**src/rtl/uatx_pkg.sv**
```systemverilog
package uatx_pkg;

    // Prescaler source choice; the code values are visible at the top ports.
    typedef enum logic [1:0] {
        SRC_FULL  = 2'b00,
        SRC_DIV8  = 2'b01,
        SRC_DIV2N = 2'b10,
        SRC_ALT   = 2'b11
    } src_sel_e;

    // Per-frame format, latched when a word enters the shift register.
    typedef struct packed {
        logic nine;
        logic par_en;
        logic par_odd;
        logic two_stop;
    } fmt_t;

    localparam int OVS = 16;  // clock ticks per bit after the divider

endpackage

```
**src/rtl/uatx_sync.sv**
```systemverilog
module uatx_sync #(
    parameter int   STAGES  = 2,
    parameter logic RST_VAL = 1'b1
) (
    input  logic clk,
    input  logic rst_n,
    input  logic d,
    output logic q
);
    logic [STAGES-1:0] st_d, st_q;

    always_comb begin
        st_d = {st_q[STAGES-2:0], d};
    end

    always_ff @(posedge clk or negedge rst_n) begin
        if (!rst_n) st_q <= {STAGES{RST_VAL}};
        else        st_q <= st_d;
    end

    assign q = st_q[STAGES-1];
endmodule

```
**src/rtl/uatx_baud.sv**
```systemverilog
module uatx_baud
    import uatx_pkg::*;
#(
    parameter int DIV_W = 8,
    parameter int PRE_W = 4
) (
    input  logic             clk,
    input  logic             rst_n,
    input  logic             run,
    input  src_sel_e         src,
    input  logic [PRE_W-1:0] pre_n,
    input  logic [DIV_W-1:0] brg_m,
    output logic             bit_tick
);
    localparam int PC_W = (PRE_W + 1 > 4) ? PRE_W + 1 : 4;
    localparam int PH_W = $clog2(OVS);

    typedef struct packed {
        logic [PC_W-1:0]  pc;
        logic [DIV_W-1:0] dv;
        logic [PH_W-1:0]  ph;
    } baud_st_t;

    baud_st_t s_d, s_q;
    logic [PC_W-1:0] lim;
    logic            src_tick;

    always_comb begin
        case (src)
            SRC_DIV8:  lim = PC_W'(7);
            SRC_DIV2N: lim = (pre_n == '0) ? '0 : PC_W'({pre_n, 1'b0}) - PC_W'(1);
            default:   lim = '0;
        endcase
        src_tick = (s_q.pc == lim);
        bit_tick = run && src_tick && (s_q.dv == brg_m) && (s_q.ph == PH_W'(OVS - 1));

        s_d = s_q;
        if (!run) begin
            s_d = '0;
        end else if (src_tick) begin
            s_d.pc = '0;
            if (s_q.dv == brg_m) begin
                s_d.dv = '0;
                s_d.ph = s_q.ph + PH_W'(1);
            end else begin
                s_d.dv = s_q.dv + DIV_W'(1);
            end
        end else begin
            s_d.pc = s_q.pc + PC_W'(1);
        end
    end

    always_ff @(posedge clk or negedge rst_n) begin
        if (!rst_n) s_q <= '0;
        else        s_q <= s_d;
    end
endmodule

```
**src/rtl/uatx_engine.sv**
```systemverilog
module uatx_engine
    import uatx_pkg::*;
#(
    parameter int DATA_W = 9
) (
    input  logic              clk,
    input  logic              rst_n,
    input  logic              tx_en,
    input  fmt_t              fmt,
    input  logic              wr_en,
    input  logic [DATA_W-1:0] wr_data,
    input  logic              cts_ok,
    input  logic              irq_sel,
    input  logic              irq_ack,
    input  logic              bit_tick,
    output logic              txd,
    output logic              busy,
    output logic              load,
    output logic              buf_empty,
    output logic              tx_done,
    output logic              irq
);
    localparam int FRM_W = DATA_W + 4;
    localparam int CNT_W = $clog2(FRM_W + 1);

    typedef struct packed {
        logic [DATA_W-1:0] hold;
        logic              full;
        logic              busy;
        logic [FRM_W-1:0]  sh;
        logic [CNT_W-1:0]  cnt;
        logic              irq;
    } eng_st_t;

    eng_st_t s_d, s_q;

    // Frame image, bit 0 leaves first; unused upper bits stay high (stop/idle).
    function automatic logic [FRM_W-1:0] build_frame(logic [DATA_W-1:0] d, fmt_t f);
        logic [FRM_W-1:0] v;
        logic             par;
        v = '1;
        if (f.nine) begin
            par = (^d) ^ f.par_odd;
            v[DATA_W:0] = {d, 1'b0};
            if (f.par_en) v[DATA_W+1] = par;
        end else begin
            par = (^d[DATA_W-2:0]) ^ f.par_odd;
            v[DATA_W-1:0] = {d[DATA_W-2:0], 1'b0};
            if (f.par_en) v[DATA_W] = par;
        end
        return v;
    endfunction

    function automatic logic [CNT_W-1:0] frame_len(fmt_t f);
        logic [CNT_W-1:0] n;
        n = f.nine ? CNT_W'(DATA_W + 1) : CNT_W'(DATA_W);
        if (f.par_en)   n = n + CNT_W'(1);
        n = n + (f.two_stop ? CNT_W'(2) : CNT_W'(1));
        return n;
    endfunction

    logic start_ok, frame_end, ev, done_now, done_next;

    always_comb begin
        s_d       = s_q;
        start_ok  = s_q.full && tx_en && cts_ok;
        frame_end = s_q.busy && bit_tick && (s_q.cnt == CNT_W'(1));
        load      = start_ok && (!s_q.busy || frame_end);

        if (s_q.busy && bit_tick) begin
            s_d.sh  = {1'b1, s_q.sh[FRM_W-1:1]};
            s_d.cnt = s_q.cnt - CNT_W'(1);
            if (frame_end) s_d.busy = 1'b0;
        end
        if (load) begin
            s_d.sh   = build_frame(s_q.hold, fmt);
            s_d.cnt  = frame_len(fmt);
            s_d.busy = 1'b1;
            s_d.full = 1'b0;
        end
        if (wr_en) begin
            s_d.hold = wr_data;
            s_d.full = 1'b1;
        end

        done_now  = !s_q.busy && !s_q.full;
        done_next = !s_d.busy && !s_d.full;
        ev        = irq_sel ? (done_next && !done_now) : load;
        s_d.irq   = (s_q.irq && !irq_ack) || ev;
    end

    always_ff @(posedge clk or negedge rst_n) begin
        if (!rst_n) begin
            s_q      <= '0;
            s_q.sh   <= '1;
        end else begin
            s_q <= s_d;
        end
    end

    assign txd       = s_q.sh[0];
    assign busy      = s_q.busy;
    assign buf_empty = !s_q.full;
    assign tx_done   = !s_q.busy && !s_q.full;
    assign irq       = s_q.irq;
endmodule

```
**src/rtl/uart_tx_cts.sv**
```systemverilog
module uart_tx_cts
    import uatx_pkg::*;
#(
    parameter int DATA_W      = 9,
    parameter int DIV_W       = 8,
    parameter int PRE_W       = 4,
    parameter int SYNC_STAGES = 2
) (
    input  logic              clk,
    input  logic              rst_n,
    input  logic              tx_en,
    input  logic              nine_bit,
    input  logic              par_en,
    input  logic              par_odd,
    input  logic              two_stop,
    input  logic [1:0]        src_sel,
    input  logic [PRE_W-1:0]  pre_n,
    input  logic [DIV_W-1:0]  brg_m,
    input  logic              cts_off,
    input  logic              cts_n,
    input  logic              wr_en,
    input  logic [DATA_W-1:0] wr_data,
    input  logic              irq_sel,
    input  logic              irq_ack,
    output logic              txd,
    output logic              buf_empty,
    output logic              tx_done,
    output logic              irq
);
    logic cts_s, cts_ok, bit_tick, busy, load;
    fmt_t fmt;

    assign fmt    = '{nine: nine_bit, par_en: par_en, par_odd: par_odd, two_stop: two_stop};
    assign cts_ok = cts_off || !cts_s;

    uatx_sync #(.STAGES(SYNC_STAGES), .RST_VAL(1'b1)) u_sync (
        .clk   (clk),
        .rst_n (rst_n),
        .d     (cts_n),
        .q     (cts_s)
    );

    uatx_baud #(.DIV_W(DIV_W), .PRE_W(PRE_W)) u_baud (
        .clk      (clk),
        .rst_n    (rst_n),
        .run      (busy),
        .src      (src_sel_e'(src_sel)),
        .pre_n    (pre_n),
        .brg_m    (brg_m),
        .bit_tick (bit_tick)
    );

    uatx_engine #(.DATA_W(DATA_W)) u_eng (
        .clk       (clk),
        .rst_n     (rst_n),
        .tx_en     (tx_en),
        .fmt       (fmt),
        .wr_en     (wr_en),
        .wr_data   (wr_data),
        .cts_ok    (cts_ok),
        .irq_sel   (irq_sel),
        .irq_ack   (irq_ack),
        .bit_tick  (bit_tick),
        .txd       (txd),
        .busy      (busy),
        .load      (load),
        .buf_empty (buf_empty),
        .tx_done   (tx_done),
        .irq       (irq)
    );
endmodule

```
**config.mk**
```make
export PLATFORM = sky130hd
export DESIGN_NAME = uart_tx_cts
export DESIGN_NICKNAME = d
export VERILOG_FILES = /design/src/rtl/uatx_pkg.sv /design/src/rtl/uatx_sync.sv /design/src/rtl/uatx_baud.sv /design/src/rtl/uatx_engine.sv /design/src/rtl/uart_tx_cts.sv
export SDC_FILE = /design/constraint.sdc
export NUM_CORES = 1
export LEC_CHECK = 0
export BUFFER_PORTS_ARGS = -buffer_cell sky130_fd_sc_hd__buf_2
export CAP_MARGIN = 30
export CORE_MARGIN = 5
export CORE_UTILIZATION = 25
export DETAILED_ROUTE_END_ITERATION = 10
export HOLD_SLACK_MARGIN = 0.15
export PLACE_DENSITY = 0.49
export SYNTH_ARGS = -nofsm -noshare
export SYNTH_HDL_FRONTEND = slang
export SYNTH_SLANG_ARGS = --single-unit
```
**constraint.sdc**
```tcl
create_clock -name clk -period 2.5 [get_ports clk]
set_input_delay 0 -clock clk [delete_from_list [all_inputs] [get_ports clk]]
set_output_delay 0 -clock clk [all_outputs]
set_load 0.01 [all_outputs]
```
==> out/summary.txt <==
Status: finished, final reports clean
Vias: 2257
Io pins: 39
NetSw: 0.000850 W
Worst Skew: 0.00175 ns
# fillers: 1187
EDFF count, synth: 0
Slowest-stage cell, CP: dfrtp_1
RSZ-0062 raised after global routing: no
Clk pwr share: 28.4%
Cells after synthesis: 283
DRT iter0 DRCs: 76
Worst rel slew slack: 59.0%
Die Area: 0.0138 mm^2
TritonCTS Buffers: 5
Worst path bufs/invs: 0
Inserted Diodes: 0
Startpoint Class: register
Ys flop type: dfrtp_1
Arrival time worst endpoint: 2.29 ns
VDD IR-drop max: 333 uV
Final min period: 2.13 ns
Largest net degree at the start of global routing: 49
Worst path max stage delay: 0.43 ns
Switching part of the total: 31.7%
Average wire per standard cell: 12.8 um
Setup WS post-layout: 0.368 ns
Register area share after synthesis: 42.3%
Post-DRT Antenna Nets: 0
Die Ht: 117 um
Syn Std Cell Area: 0.00289 mm^2
Area used by multi-input combinational logic: 0.00156 mm^2
Drt drc: 0
Pre-CTS WS: 0.0868 ns
Clk Latency, worst-skew pair: 0.28 ns
Nets@finish: 392
H-tree depth: 2
Global-route wire length before repair: 10900 um
Core ar.: 0.0114 mm^2
Final Hold Vio Count: 0
Final Cycle Share: 85.3%
Initial Util: 25.4%
Hold slack: 0.182 ns
PD cells: 741 mW/mm^2
Critical Path Fanout Max: 10
Area Growth Syn to Fin: 25.4%
FFs w/ async S/R, synth: 100%
Max Cap Viol: 0
Clock-pin slew of the registers on the worst-case setup and hold paths: 0.07 ns
Die Wd: 117 um
Final core utilization: 31.8%
Part of the power in combinational logic: 28.8%
IO Port Bufs: 38
CTS max path bufs: 2
Pwr Total: 0.00268 W
Max-slew violations: 0
Yosys cell types: 58
Layout cells sized above 1: 27.8%
CP top delay family: simple AND/OR/NAND/NOR gates
Final setup fails: 0
WP data required: 2.66 ns
Vias in the first global route: 2300
Fmax: 0.469 GHz
Synth Net Count: 331
Flops & latches, synth: 48
Router iterations before antenna repair: 4
Total Wirelength: 6240 um
Total GRT Usage: 9.20%
Root buffer cell: clkbuf_16
GR Overflow Total: 0
Sequential share of power: 42.7%
P_int: 0.00183 W
GPL Wtd Cong: 0.801
Register area: 0.00122 mm^2
Initial antenna violation count: 0
Hold Path Class: input pin to register
DR vias/cell: 4.63
Critical path, cell by cell: xor2_1, nor4_1, nand2_1, a21oi_2, nand4_2, o22ai_1, a22oi_2
Yosys warning total: 0
Final setup TNS: 0 ns
Worst slew pin tran: 0.615 ns
Row cnt: 39
Lkg Pwr: 1.58 nW
Worst setup path class: register to register
Crit path capture type: register
Clk sink count: 48
DP HPWL: 4690 um
Synthesized area per cell: 10.2 um^2
CTS tree: yes
-- registers in the layout (all words and copies together) (netlist names) --
| signal | count |
|---|---|
| u_sync.st_q | 2 |
| u_eng.txd | 1 |
| u_eng.irq | 1 |
| u_eng.busy | 1 |
| u_baud.s_q | 17 |
| u_eng.s_q | 26 |
-- worst reg2reg max path, cell delays in order, from the launching register on --
cell	delay, ns
dfrtp_1	0.43
xor2_1	0.17
nor4_1	0.27
nand2_1	0.21
a21oi_2	0.29
nand4_2	0.32
o22ai_1	0.25
a22oi_2	0.07
-- path summary, 6_finish.rpt --
kind	startpoint	end	slack [ns]	cells after the start
max in group asynchronous	rst_n	u_eng.s_q[19]	1.74	3
hold reg to reg	u_sync.st_q[0]	u_sync.st_q[1]	0.36	0
hold / removal	nine_bit	u_eng.s_q[14]	0.18	5
setup / recovery	u_baud.s_q[9]	u_eng.s_q[2]	0.37	7
setup reg to reg	u_baud.s_q[9]	u_eng.s_q[2]	0.37	7
min in group asynchronous	rst_n	u_baud.s_q[14]	0.35	3
-- logic make-up (layout without fill, tap and decap cells) --
| logic type | Yosys count | after routing | synth area share, % |
|---|---|---|---|
| AND/OR/NAND/NOR | 99 | 99 | 19.9 |
| XOR/XNOR | 24 | 24 | 7.29 |
| adder cells (fa/ha/maj) | 13 | 13 | 6.16 |
| multiplexers | 12 | 12 | 4.60 |
| AO/OA/AOI/OAI | 62 | 62 | 16.0 |
| flip-flops | 48 | 48 | 42.3 |
| buffers and inverters | 25 | 87 | 3.77 |
-- final cells by class --
| type | count | share of cell area [%] |
|---|---|---|
| inverter | 17 | 1.76 |
| timing repair buffer | 62 | 11.8 |
| multi-input combinational | 210 | 43.0 |
| clock buffer | 5 | 3.46 |
| clock inverter | 3 | 1.31 |
| tap | 143 | 4.95 |
| sequential | 48 | 33.7 |
-- metrics by stage --
| step | cell area, um^2 | std cells |
|---|---|---|
| finish | 3620 | 488 |
| global placement | 3270 | 463 |
| floorplan | 2890 | 283 |
| CTS | 3620 | 488 |
| global route | 3620 | 488 |
| detailed placement | 3270 | 463 |
-- Yosys cell counts (3+ instances only) --
cell	count	area share (%)
nor2_1	21	2.7
nor2b_1	3	0.65
xnor2_1	11	3.3
mux2_2	10	3.9
nor4_1	3	0.65
nor3_1	7	1.2
a21oi_1	6	1.0
inv_1	17	2.2
nand2_1	19	2.5
nand3_1	8	1.4
nand4_1	4	0.87
or2_2	3	0.65
ha_1	11	4.8
a2bb2oi_1	9	2.7
clkbuf_1	5	0.65
nand2b_1	6	1.3
dfrtp_1	33	29
o22ai_1	10	2.2
and2_1	7	1.5
xor2_1	13	3.9
o21ai_0	12	2.1
dfstp_2	15	14
o31ai_1	4	1.0
-- what timing repair did --
| item | 4_1_cts | 5_1_grt |
|---|---|---|
| resized for setup | 0 | 0 |
| hold buffers | 17 | 0 |
| setup endpoints to repair | 0 | 0 |
| buffers inserted | 0 | 0 |
| hold endpoints to repair | 47 | 0 |
-- power groups by stage --
stage | registers [W] | clock network, W | logic [W]
floorplan | 0.00111 | 0 | 0.000608
global placement | 0.00116 | 0 | 0.000742
detailed placement | 0.00116 | 0 | 0.000760
CTS | 0.00114 | 0.000792 | 0.000787
global route | 0.00117 | 0.000823 | 0.000888
finish | 0.00115 | 0.000762 | 0.000773
-- placed cells by master, fill, tap and decap left out, drive strengths merged, types with 3 or more instances in the layout --
| cell type | n |
|---|---|
| nor3 | 8 |
| and2 | 7 |
| nor2b | 3 |
| a2bb2oi | 9 |
| or2 | 3 |
| mux2 | 10 |
| nand2b | 6 |
| dfstp | 15 |
| nor3b | 3 |
| dlygate4sd3 | 17 |
| a211oi | 3 |
| dfrtp | 33 |
| nand3 | 9 |
| inv | 17 |
| a21oi | 8 |
| xor2 | 13 |
| nor4 | 5 |
| o31ai | 4 |
| buf | 45 |
| o22ai | 10 |
| nor2 | 21 |
| nand2 | 19 |
| ha | 11 |
| clkbuf | 5 |
| nand4 | 6 |
| xnor2 | 11 |
| o21ai | 15 |
-- metal layers --
layer | track usage, % | vias up | routed length, um
li1 | - | 1131 | -
met3 | 2.07 | 4 | 220
met1 | 11.7 | 1088 | 2880
met4 | 1.60 | 0 | 43
met2 | 16.1 | 34 | 3100
met5 | 0 | - | 0
No activity file was read; power rests on OpenSTA's default activity.
